File: src/rtl/mdio_pkg.sv
package mdio_pkg;

  localparam logic SEL_CTRL = 1'b0;
  localparam logic SEL_DATA = 1'b1;
  localparam int unsigned PHY_DATA_W = 16;

  typedef struct packed {
    logic [4:0] phy_addr;
    logic [4:0] reg_addr;
    logic [2:0] range_code;
    logic       write_op;
  } mgmt_cmd_t;

  function automatic mgmt_cmd_t decode_ctrl(input logic [15:0] w);
    mgmt_cmd_t c;
    c.phy_addr   = w[15:11];
    c.reg_addr   = w[10:6];
    c.range_code = w[4:2];
    c.write_op   = w[1];
    return c;
  endfunction

  function automatic int unsigned max4(input int unsigned a, input int unsigned b,
                                       input int unsigned c, input int unsigned d);
    int unsigned m;
    m = a;
    if (b > m) m = b;
    if (c > m) m = c;
    if (d > m) m = d;
    return m;
  endfunction

endpackage

File: src/rtl/mdio_clkgen.sv
module mdio_clkgen #(
  parameter int unsigned DIV_C0 = 42,
  parameter int unsigned DIV_C1 = 62,
  parameter int unsigned DIV_C2 = 16,
  parameter int unsigned DIV_C3 = 26
) (
  input  logic       clk,
  input  logic       rst,
  input  logic       run,
  input  logic       start,
  input  logic [2:0] range_code,
  output logic       mdc,
  output logic       rise_now,
  output logic       fall_now
);

  localparam int unsigned DIV_MAX = mdio_pkg::max4(DIV_C0, DIV_C1, DIV_C2, DIV_C3);
  localparam int unsigned CNT_W   = $clog2(DIV_MAX / 2 + 1);

  logic [CNT_W-1:0] half_tab [4];
  logic [CNT_W-1:0] half_sel;
  logic [CNT_W-1:0] half_q;
  logic [CNT_W-1:0] cnt_q;
  logic             tick;

  // Half-period table, one entry per defined range code.
  for (genvar g = 0; g < 4; g++) begin : g_tab
    localparam int unsigned DV = (g == 0) ? DIV_C0 :
                                 (g == 1) ? DIV_C1 :
                                 (g == 2) ? DIV_C2 : DIV_C3;
    assign half_tab[g] = CNT_W'(DV / 2);
  end

  // Reserved codes fall back to the slowest clock.
  always_comb begin
    if (range_code[2]) half_sel = CNT_W'(DIV_MAX / 2);
    else               half_sel = half_tab[range_code[1:0]];
  end

  assign tick     = run && (cnt_q == half_q - 1'b1);
  assign rise_now = tick && !mdc;
  assign fall_now = tick && mdc;

  always_ff @(posedge clk) begin
    if (rst) begin
      half_q <= CNT_W'(DIV_MAX / 2);
      cnt_q  <= '0;
      mdc    <= 1'b0;
    end else begin
      if (start) half_q <= half_sel;
      if (start || !run || tick) cnt_q <= '0;
      else                       cnt_q <= cnt_q + 1'b1;
      if (!run)      mdc <= 1'b0;
      else if (tick) mdc <= ~mdc;
    end
  end

endmodule

File: src/rtl/mdio_frame.sv
module mdio_frame #(
  parameter int unsigned PRE_LEN = 32
) (
  input  logic                               clk,
  input  logic                               rst,
  input  logic                               start,
  input  mdio_pkg::mgmt_cmd_t                cmd,
  input  logic [mdio_pkg::PHY_DATA_W-1:0]    tx_data,
  input  logic                               rise_now,
  input  logic                               fall_now,
  input  logic                               mdio_i,
  output logic                               mdio_o,
  output logic                               mdio_oe,
  output logic                               done,
  output logic [mdio_pkg::PHY_DATA_W-1:0]    rx_data
);

  localparam int unsigned DW        = mdio_pkg::PHY_DATA_W;
  localparam int unsigned FRAME_LEN = PRE_LEN + 16 + DW;
  localparam int unsigned SLOT_W    = $clog2(FRAME_LEN);
  localparam int unsigned TA_SLOT   = PRE_LEN + 14;
  localparam int unsigned DATA_SLOT = PRE_LEN + 16;
  localparam logic [SLOT_W-1:0] LAST_IDX = SLOT_W'(FRAME_LEN - 1);
  localparam logic [SLOT_W-1:0] TA_IDX   = SLOT_W'(TA_SLOT - 1);
  localparam logic [SLOT_W-1:0] DATA_IDX = SLOT_W'(DATA_SLOT);

  logic [FRAME_LEN-1:0] frame_init;
  logic [FRAME_LEN-1:0] sh_q;
  logic [SLOT_W-1:0]    slot_q;
  logic                 is_wr_q;
  logic [DW-1:0]        rx_q;

  always_comb begin
    frame_init = {{PRE_LEN{1'b1}}, 2'b01,
                  (cmd.write_op ? 2'b01 : 2'b10),
                  cmd.phy_addr, cmd.reg_addr,
                  (cmd.write_op ? 2'b10 : 2'b00),
                  (cmd.write_op ? tx_data : {DW{1'b0}})};
  end

  assign done    = fall_now && (slot_q == LAST_IDX);
  assign rx_data = rx_q;

  always_ff @(posedge clk) begin
    if (rst) begin
      sh_q    <= '0;
      slot_q  <= '0;
      is_wr_q <= 1'b0;
      mdio_o  <= 1'b0;
      mdio_oe <= 1'b0;
      rx_q    <= '0;
    end else if (start) begin
      sh_q    <= frame_init;
      slot_q  <= '0;
      is_wr_q <= cmd.write_op;
      mdio_o  <= frame_init[FRAME_LEN-1];
      mdio_oe <= 1'b1;
    end else if (fall_now) begin
      if (slot_q == LAST_IDX) begin
        slot_q  <= '0;
        mdio_o  <= 1'b0;
        mdio_oe <= 1'b0;
      end else begin
        slot_q  <= slot_q + 1'b1;
        sh_q    <= {sh_q[FRAME_LEN-2:0], 1'b0};
        mdio_o  <= sh_q[FRAME_LEN-2];
        mdio_oe <= is_wr_q || (slot_q < TA_IDX);
      end
    end else if (rise_now && !is_wr_q && (slot_q >= DATA_IDX)) begin
      rx_q <= {rx_q[DW-2:0], mdio_i};
    end
  end

endmodule

File: src/rtl/mdio_regs.sv
module mdio_regs (
  input  logic                            clk,
  input  logic                            rst,
  input  logic                            reg_wr,
  input  logic                            reg_rd,
  input  logic                            reg_sel,
  input  logic [15:0]                     wdata_lo,
  input  mdio_pkg::mgmt_cmd_t             cmd_new,
  input  logic                            done,
  input  logic [mdio_pkg::PHY_DATA_W-1:0] rx_data,
  output mdio_pkg::mgmt_cmd_t             cmd_q,
  output logic [mdio_pkg::PHY_DATA_W-1:0] data_q,
  output logic                            busy,
  output logic                            start,
  output logic [31:0]                     reg_rdata
);

  logic ctrl_wr;
  logic data_wr;

  assign ctrl_wr = reg_wr && (reg_sel == mdio_pkg::SEL_CTRL) && !busy;
  assign data_wr = reg_wr && (reg_sel == mdio_pkg::SEL_DATA) && !busy;
  assign start   = ctrl_wr && wdata_lo[0];

  always_ff @(posedge clk) begin
    if (rst) begin
      cmd_q     <= '0;
      data_q    <= '0;
      busy      <= 1'b0;
      reg_rdata <= '0;
    end else begin
      if (start)     busy <= 1'b1;
      else if (done) busy <= 1'b0;

      if (ctrl_wr) cmd_q <= cmd_new;

      if (done && !cmd_q.write_op) data_q <= rx_data;
      else if (data_wr)            data_q <= wdata_lo;

      if (reg_rd) begin
        if (reg_sel == mdio_pkg::SEL_DATA)
          reg_rdata <= {16'h0000, data_q};
        else
          reg_rdata <= {16'h0000, cmd_q.phy_addr, cmd_q.reg_addr, 1'b0,
                        cmd_q.range_code, cmd_q.write_op, busy};
      end
    end
  end

endmodule

File: src/rtl/mdio_master.sv
module mdio_master #(
  parameter int unsigned PRE_LEN = 32,
  parameter int unsigned DIV_C0  = 42,
  parameter int unsigned DIV_C1  = 62,
  parameter int unsigned DIV_C2  = 16,
  parameter int unsigned DIV_C3  = 26
) (
  input  logic        clk,
  input  logic        rst,
  input  logic        reg_wr,
  input  logic        reg_rd,
  input  logic        reg_sel,
  input  logic [31:0] reg_wdata,
  output logic [31:0] reg_rdata,
  output logic        mdc,
  output logic        mdio_o,
  output logic        mdio_oe,
  input  logic        mdio_i
);

  mdio_pkg::mgmt_cmd_t cmd_new_w;
  mdio_pkg::mgmt_cmd_t cmd_q_w;
  logic [mdio_pkg::PHY_DATA_W-1:0] data_q_w;
  logic [mdio_pkg::PHY_DATA_W-1:0] rx_w;
  logic busy_w, start_w, done_w, rise_w, fall_w;
  logic unused_bits;

  assign unused_bits = ^{reg_wdata[31:16], reg_wdata[5]};
  assign cmd_new_w   = mdio_pkg::decode_ctrl(reg_wdata[15:0]);

  mdio_regs u_regs (
    .clk       (clk),
    .rst       (rst),
    .reg_wr    (reg_wr),
    .reg_rd    (reg_rd),
    .reg_sel   (reg_sel),
    .wdata_lo  (reg_wdata[15:0]),
    .cmd_new   (cmd_new_w),
    .done      (done_w),
    .rx_data   (rx_w),
    .cmd_q     (cmd_q_w),
    .data_q    (data_q_w),
    .busy      (busy_w),
    .start     (start_w),
    .reg_rdata (reg_rdata)
  );

  mdio_clkgen #(
    .DIV_C0 (DIV_C0),
    .DIV_C1 (DIV_C1),
    .DIV_C2 (DIV_C2),
    .DIV_C3 (DIV_C3)
  ) u_clkgen (
    .clk        (clk),
    .rst        (rst),
    .run        (busy_w),
    .start      (start_w),
    .range_code (cmd_new_w.range_code),
    .mdc        (mdc),
    .rise_now   (rise_w),
    .fall_now   (fall_w)
  );

  mdio_frame #(
    .PRE_LEN (PRE_LEN)
  ) u_frame (
    .clk      (clk),
    .rst      (rst),
    .start    (start_w),
    .cmd      (cmd_new_w),
    .tx_data  (data_q_w),
    .rise_now (rise_w),
    .fall_now (fall_w),
    .mdio_i   (mdio_i),
    .mdio_o   (mdio_o),
    .mdio_oe  (mdio_oe),
    .done     (done_w),
    .rx_data  (rx_w)
  );

endmodule

File: config.mk
export PLATFORM = sky130hd
export DESIGN_NAME = mdio_master
export DESIGN_NICKNAME = d
export VERILOG_FILES = /design/src/rtl/mdio_pkg.sv /design/src/rtl/mdio_clkgen.sv /design/src/rtl/mdio_frame.sv /design/src/rtl/mdio_regs.sv /design/src/rtl/mdio_master.sv
export SDC_FILE = /design/constraint.sdc
export NUM_CORES = 1
export LEC_CHECK = 0
export BUFFER_PORTS_ARGS = -buffer_cell sky130_fd_sc_hd__buf_2
export CAP_MARGIN = 10
export CORE_MARGIN = 2
export CORE_UTILIZATION = 52
export DETAILED_ROUTE_END_ITERATION = 8
export GPL_ROUTABILITY_DRIVEN = 0
export GPL_TIMING_DRIVEN = 1
export PLACE_DENSITY_LB_ADDON = 0.2
export SLEW_MARGIN = 10
export SYNTH_ARGS = -nofsm -noshare
export SYNTH_HDL_FRONTEND = slang
export SYNTH_SLANG_ARGS = --single-unit
File: constraint.sdc
create_clock -name clk -period 2.1 [get_ports clk]
set_input_delay 0.105 -clock clk [delete_from_list [all_inputs] [get_ports clk]]
set_output_delay 0.105 -clock clk [all_outputs]
set_load 0.1 [all_outputs]
==> results of run 1 <==
## layout by cell type (no fill, tap or decap), types with 2 or more instances in the layout
| cell | Yosys | routed |
|---|---|---|
| inv_1 | 7 | 6 |
| nand3_1 | 14 | 13 |
| buf_6 | 4 | 2 |
| a2111oi_2 | 1 | 3 |
| clkbuf_8 | 0 | 3 |
| nand2b_1 | 2 | 2 |
| dfxtp_2 | 0 | 2 |
| nor4_2 | 5 | 5 |
| a22oi_1 | 5 | 5 |
| ha_1 | 6 | 5 |
| and4_4 | 1 | 3 |
| nand2_1 | 40 | 40 |
| buf_2 | 18 | 39 |
| nor4_1 | 14 | 14 |
| buf_12 | 0 | 7 |
| nor2_1 | 118 | 118 |
| xor2_1 | 7 | 6 |
| clkbuf_1 | 30 | 4 |
| o21ai_0 | 5 | 5 |
| nor3_2 | 5 | 5 |
| buf_4 | 19 | 26 |
| nand4_1 | 2 | 2 |
| o21bai_1 | 3 | 3 |
| dlygate4sd3_1 | 0 | 14 |
| clkbuf_16 | 0 | 17 |
| dfxtp_1 | 145 | 143 |
| xnor2_1 | 2 | 2 |
| mux2i_1 | 48 | 48 |
| nor3_1 | 89 | 89 |
| conb_1 | 1 | 16 |
| nor2b_1 | 2 | 2 |
| clkinv_2 | 0 | 4 |
| nand3b_1 | 3 | 3 |
| a21oi_1 | 45 | 45 |
| a211oi_1 | 33 | 33 |
| nor3b_2 | 1 | 2 |
## final timing paths
path                                    from                              to  slack [ns]  cells past startpoint
max          u_clkgen.half_q[1]$_SDFFE_PP1P_  u_frame.slot_q[4]$_SDFFE_PP0P_        0.10                      8
min                             reg_wdata[0]   u_regs.data_q[0]$_SDFFE_PP0P_        0.05                      3
max reg2reg  u_clkgen.half_q[1]$_SDFFE_PP1P_  u_frame.slot_q[4]$_SDFFE_PP0P_        0.10                      8
min reg2reg    u_regs.cmd_q[12]$_SDFFE_PP0P_   u_regs.cmd_q[12]$_SDFFE_PP0P_        0.45                      2
## worst min-delay path: stages
cell	delay, ns
buf_2	0.11
mux2i_1	0.11
a211oi_1	0.08
## cell usage after synthesis, types with 2 or more instances
cell type  instances
ha_1               6
mux2i_1           48
a21oi_1           45
buf_6              4
nand4_1            2
nand2b_1           2
buf_4             19
a2111oi_1          3
nor4_1            14
nor3_2             5
o21bai_1           3
inv_1              7
xnor2_1            2
nand3b_1           3
dfxtp_1          145
nor2b_1            2
buf_1              2
nor4_2             5
nand4_2            2
nor3_1            89
a22oi_1            5
clkbuf_1          30
nand3_1           14
a211oi_1          33
nand2_1           40
xor2_1             7
buf_2             18
nor3b_1            2
o21ai_0            5
nor2_1           118
## registers in the layout, indices dropped and copies added (netlist names)
signal            flops
u_clkgen.cnt_q        5
u_frame.mdio_oe       1
u_frame.sh_q         63
u_clkgen.mdc          1
u_frame.slot_q        6
u_frame.rx_data      16
u_regs.reg_rdata     16
u_clkgen.half_q       4
u_regs.data_q        16
u_regs.cmd_q         14
u_frame.is_wr_q       1
u_regs.busy           1
u_frame.mdio_o        1
## per-stage QoR
stage	setup slack, ns	utilization	power, mW	instance area (um2)
2_1_floorplan	0.00545	-	3.55	6200
3_3_place_gp	0.0265	0.567	3.65	6510
3_5_place_dp	-0.0645	0.567	3.67	6510
4_1_cts	0.00468	0.633	6.44	7260
5_1_grt	-0.0158	0.637	6.63	7300
6_report	0.102	0.637	6.41	7300
## kinds of logic (layout without fill, tap and decap cells)
logic type,after synthesis,after routing
AOI/OAI and AO/OA,99,99
xor gates and xnor gates,11,11
adders and majority gates,6,6
buffers and inverters,81,126
DFF,145,145
muxes,48,48
other,1,16
and+or+nand+nor,307,308
## area by class of cell
| class | instances | area (um2) |
|---|---|---|
| clock buffer | 24 | 482 |
| clock inverter | 6 | 57.6 |
| fill | 982 | 4170 |
| inverter | 7 | 26.3 |
| multi-input combinational | 488 | 2920 |
| sequential | 145 | 2910 |
| tap | 143 | 179 |
| timing repair buffer | 89 | 726 |
## timing repair
action	CTS	global route
resized for setup	6	9
pin swaps	2	10
setup buffers	1	0
gates cloned	2	0
hold endpoints to repair	15	0
setup endpoints to repair	42	90
hold buffers	14	0
## power groups by stage
| stage | clock network, mW | logic, mW | registers (mW) |
|---|---|---|---|
| after floorplan | 0 | 0.437 | 3.11 |
| after global placement | 0 | 0.665 | 2.99 |
| after detailed placement | 0 | 0.677 | 2.99 |
| after CTS | 2.81 | 0.703 | 2.93 |
| after global routing | 2.93 | 0.757 | 2.95 |
| final | 2.77 | 0.705 | 2.93 |
## layer usage
layer,up-vias,GRT usage,share of wire
met1,2292,0.286,0.48
met5,-,0,0
met4,0,0.0943,0.018
li1,2503,-,-
met2,99,0.358,0.46
met3,21,0.0471,0.036
==> metrics.txt, run 1 <==
critical path capture point type=flip-flop; via-per-instance ratio=between 5 and 6; Initial DRT Pass Iterations=4; die height=between 100 and 150 um; final worst-path cycle share=0.951; endpoints failing hold=0; Worst setup SP type=flip-flop; CP Class=flip-flop to flip-flop; Synth Area in Simple Gates=0.241; Synth Area per Inst=between 8 and 9 um2; die span in x=between 100 and 150 um; CORE AREA=about 11000 um2; clk_skew=~0.0081 ns; number of global-route vias before repair=between 4000 and 5000; synth warn=0; clock power share=0.432; share of cells above drive strength 1=0.174; synthesized instance count=around 700; Skew-Pair Late Insertion Delay=about 0.42 ns; main combinational cell family by area after synthesis=simple AND/OR/NAND/NOR gates; Pint=around 4.8 mW; Post-synth EDFFs=0; complex-gate fraction of the synthesized area=0.104; Peak supply drop=approximately 0.0008 V; area delta synth->final=18.8%; routed via count=approximately 4900; run status=finished, final reports clean; Net count, final=about 790; dominant cell type by area after synthesis=dfxtp_1; Largest delay share family, worst path=simple AND/OR/NAND/NOR gates; slew at the pin closest to its max-slew limit=0.549 ns; htree depth=4; Root Buffer=clkbuf_16; Non-Filler Instances=approximately 900; DRT iter0 DRCs=308; TritonCTS buffer count=17; hpwl dp=roughly 8600 um; mux cell area share after synthesis=0.0782; Mapped Area=~6100 um2; Worst Path Max Fanout=5; Die Area=approximately 13000 um2; Logic pwr share=0.110; top_reg_cell synth=dfxtp_1; Synth Area in XOR/XNOR=0.0191; remaining antenna violation count=0; Worst path slowest cell=or3_1; initial antenna violation count=0; crit path cell chain=inv_1, ha_4, nor3b_2, xnor2_2, buf_4, nand4_1, or3_1, a21oi_1; CTS Buffer Depth=2; DP Cell Count=855; initial core utilization=0.536; CTS tree=done; clk sinks=approximately 150; LEAKAGE=between 3 and 4 nW; setup tns final=0 ns; async set-reset flop share out of synthesis=0; minimum clock period after layout=between 1.5 and 2 ns; adder-cell share of the synthesized area=0.0122; I/O Buffers=40; area fraction of the dominant cell type after synthesis=0.473; grt total ovfl=0; Seq pwr share=0.458; number of I/O pins=73; FF+latch count, synth=~150; Hold Worst Slack=about 0.047 ns; Hold WC Path Type=input pin to flip-flop; library cells used by synthesis=48; drt wl/cell=roughly 15 um; synth top area cells=dfxtp_1 47%, mux2i_1 7.8%, nor3_1 7.3%, nor2_1 7.2%, a211oi_1 4.0%; first-pass GRT wire length=between 20000 and 25000 um; Switching Share=0.256; Routed Wire Length=13300 um; Worst EP required=~2.4 ns; CP Buf/Inv Count=2; Overall Global Routing Usage=0.221; Sw Pwr=approximately 1.6 mW; Rows=39; clk slew on worst S/H paths=0.06 ns; crit path DAT=2.34 ns; Ant. Diodes=0; post-synthesis sequential area ratio=0.473; CP max stage delay=between 0.3 and 0.4 ns; final slew viol count=0; endpoints failing setup=0; DR DRC count=0; max_cap viols=0; Pwr Density=slightly below 900 nW/um2; FMAX=501 MHz; largest net degree at the start of global routing=65; Slew headroom=0.634
Note: power is estimated with default switching activity, not from simulation.
==> inputs of run 2 (changes only) <==
--- a/config.mk
+++ b/config.mk
@@ -8,7 +8,7 @@
 export BUFFER_PORTS_ARGS = -buffer_cell sky130_fd_sc_hd__buf_2
 export CAP_MARGIN = 10
 export CORE_MARGIN = 2
-export CORE_UTILIZATION = 52
+export CORE_UTILIZATION = 55
 export DETAILED_ROUTE_END_ITERATION = 8
 export GPL_ROUTABILITY_DRIVEN = 0
 export GPL_TIMING_DRIVEN = 1
==> constraint.sdc (replaced) <==
create_clock -name clk -period 1.94 [get_ports clk]
set_input_delay 0.097 -clock clk [delete_from_list [all_inputs] [get_ports clk]]
set_output_delay 0.097 -clock clk [all_outputs]
set_load 0.1 [all_outputs]
==> metrics.txt, run 2 (synthesized netlist as in run 1, its figures left out) <==
remaining antenna violation count=0 (unchanged); critical path capture point type=flip-flop (unchanged); Non-Filler Instances=908 (was 902); die span in x=110 um (was 113 um); reg2reg end=u_frame.sh_q[47]$_SDFFE_PP0P_ (was u_frame.slot_q[4]$_SDFFE_PP0P_); via-per-instance ratio=5.65 (was 5.45); reg2reg setup slack=-0.01 ns (was 0.10 ns); commonest non-fill, non-tap cell in the layout=dfxtp_1 (unchanged); FMAX=513 MHz (was 501 MHz); clk sinks=145 (unchanged); DRT iter0 DRCs=353 (was 308); number of global-route vias before repair=4664 (was 4680); RSZ-0062 raised after global routing=yes; CP max stage delay=0.36 ns (was 0.39 ns); Worst path slowest cell=dfxtp_4 (was or3_1); Net count, final=799 (was 792); final slew viol count=0 (unchanged); Final WS setup=-0.0105 ns (was 0.102 ns); r2r worst-path depth=9 (was 8); most frequent cells in the layout=141 x dfxtp_1, 114 x nor2_1, 76 x nor3_1 (was 143 x dfxtp_1, 118 x nor2_1, 89 x nor3_1); Die Area=12000 um2 (was 12700 um2); grt total ovfl=0 (unchanged); Most flops, register=u_frame.sh_q (unchanged); Worst EP required=2.33 ns (was 2.44 ns); Overall Global Routing Usage=0.232 (was 0.221); initial core utilization=0.564 (was 0.536); die height=110 um (was 113 um); CP Buf/Inv Count=3 (was 2); Largest delay share family, worst path=simple AND/OR/NAND/NOR gates (unchanged); Routed Wire Length=14100 um (was 13300 um); hpwl dp=8720 um (was 8560 um); final worst-path cycle share=1.01 (was 0.951); slew at the pin closest to its max-slew limit=0.571 ns (was 0.549 ns); reg-to-reg startpoint=u_clkgen.half_q[2]$_SDFFE_PP1P_ (was u_clkgen.half_q[1]$_SDFFE_PP1P_); Ant. Diodes=0 (unchanged); crit path DAT=2.34 ns (about the same); Peak supply drop=0.000789 V (was 0.000800 V); CTS tree=done (unchanged); Worst Hold Launch=rst (was reg_wdata[0]); first-pass GRT wire length=21800 um (was 22700 um); Worst Path Max Fanout=22 (was 5); Layout fillers=801 (was 982); max reg flops=63 (unchanged); minimum clock period after layout=1.95 ns (was 2.00 ns); number of I/O pins=73 (unchanged); CTS Buffer Depth=2 (unchanged); TritonCTS buffer count=17 (unchanged); Skew-Pair Late Insertion Delay=0.52 ns (was 0.42 ns); Initial DRT Pass Iterations=5 (was 4); Worst setup SP type=flip-flop (unchanged); endpoints failing hold=0 (unchanged); Worst Hold Path Cells=2 (was 3); CORE AREA=10900 um2 (was 11500 um2); Root Buffer=clkbuf_8 (was clkbuf_16); crit path cell chain=inv_6, ha_4, xor2_2, and4_4, nand4_4, buf_12, buf_12, nor2_1, nor3_1 (was inv_1, ha_4, nor3b_2, xnor2_2, buf_4, nand4_1, or3_1, a21oi_1); Util after Layout=0.701 (was 0.637); CP dominant cell by count=buf_12; run status=complete, but fails checks (was finished, final reports clean); Slew headroom=0.619 (was 0.634); largest net degree at the start of global routing=59 (was 65); CP Class=flip-flop to flip-flop (unchanged); routed via count=5126 (was 4915); clk_skew=0.00899 ns (was 0.00812 ns); DR DRC count=0 (unchanged); clk slew on worst S/H paths=0.06 ns (about the same); share of cells above drive strength 1=0.221 (was 0.174); endpoints failing setup=5 (was 0); initial antenna violation count=0 (unchanged); htree depth=4 (unchanged); Pwr Density=935 nW/um2 (was 878 nW/um2); setup tns final=-0.0268 ns (was 0 ns); LEAKAGE=3.31 nW (was 3.24 nW); Hold Path End=u_frame.mdio_oe$_SDFFE_PP0P_ (was u_regs.data_q[0]$_SDFFE_PP0P_); failing checks=negative setup slack; max_cap viols=0 (unchanged); DP Cell Count=850 (was 855); I/O Buffers=40 (unchanged); Hold WC Path Type=input pin to flip-flop (unchanged); Hold Worst Slack=0.0512 ns (was 0.0470 ns); area delta synth->final=24.3% (was 18.8%); Rows=38 (was 39); drt wl/cell=15.6 um (was 14.8 um)
## run 2: layer usage
metal	up-vias	global-route usage	wire, um
li1	2527	-	-
met1	2463	0.300	6550
met2	122	0.382	6890
met3	14	0.0498	533
met4	0	0.0859	161
met5	-	0	0
## run 2: final cells by class
| class | count | area (um2) | area share |
|---|---|---|---|
| Clock buffer | 23 | 477 | 0.0624 |
| Timing Repair Buffer | 96 | 815 | 0.107 |
| Sequential cell | 145 | 2910 | 0.381 |
| Clock inverter | 9 | 104 | 0.0136 |
| Inverter | 7 | 31.3 | 0.00410 |
| Tap cell | 140 | 175 | 0.0229 |
| Multi-Input combinational cell | 488 | 3120 | 0.409 |
## run 2: worst max-delay path by stage
stage                                         start                            end  slack [ns]  cells past startpoint
finish              u_clkgen.half_q[2]$_SDFFE_PP1P_  u_frame.sh_q[47]$_SDFFE_PP0P_       -0.01                      9
global route        u_clkgen.half_q[2]$_SDFFE_PP1P_  u_frame.sh_q[44]$_SDFFE_PP0P_       -0.12                      9
CTS                 u_clkgen.half_q[2]$_SDFFE_PP1P_   u_frame.sh_q[2]$_SDFFE_PP0P_       -0.03                      8
global placement    u_clkgen.half_q[1]$_SDFFE_PP1P_  u_frame.sh_q[20]$_SDFFE_PP0P_       -0.08                      8
detailed placement  u_clkgen.half_q[1]$_SDFFE_PP1P_  u_frame.sh_q[18]$_SDFFE_PP0P_       -0.15                      8
floorplan           u_clkgen.half_q[2]$_SDFFE_PP1P_   u_frame.mdio_oe$_SDFFE_PP0P_        0.03                     10
## run 2: timing repair
action,in CTS,in global routing
pin swaps,7,22
setup endpoints to repair,93,88
gates resized for setup,12,40
hold buffers,17,0
gates cloned,1,2
endpoints found under the hold margin,43,0
buffers inserted,3,3
## run 2: power by group
part	total, mW	switching (mW)	internal, mW
logic	0.799	0.565	0.234
registers	3.18	0.0777	3.10
clock network	3.16	1.20	1.96
total	7.13	1.84	5.29
## run 2: per-stage QoR
step | cell area [um2] | setup WS, ns | total power, mW
2_1_floorplan | 6240 | 0.0284 | 3.84
3_3_place_gp | 6520 | -0.0826 | 3.95
3_5_place_dp | 6520 | -0.153 | 3.97
4_1_cts | 7350 | -0.0305 | 7.14
5_1_grt | 7630 | -0.120 | 7.36
6_report | 7630 | -0.0105 | 7.13
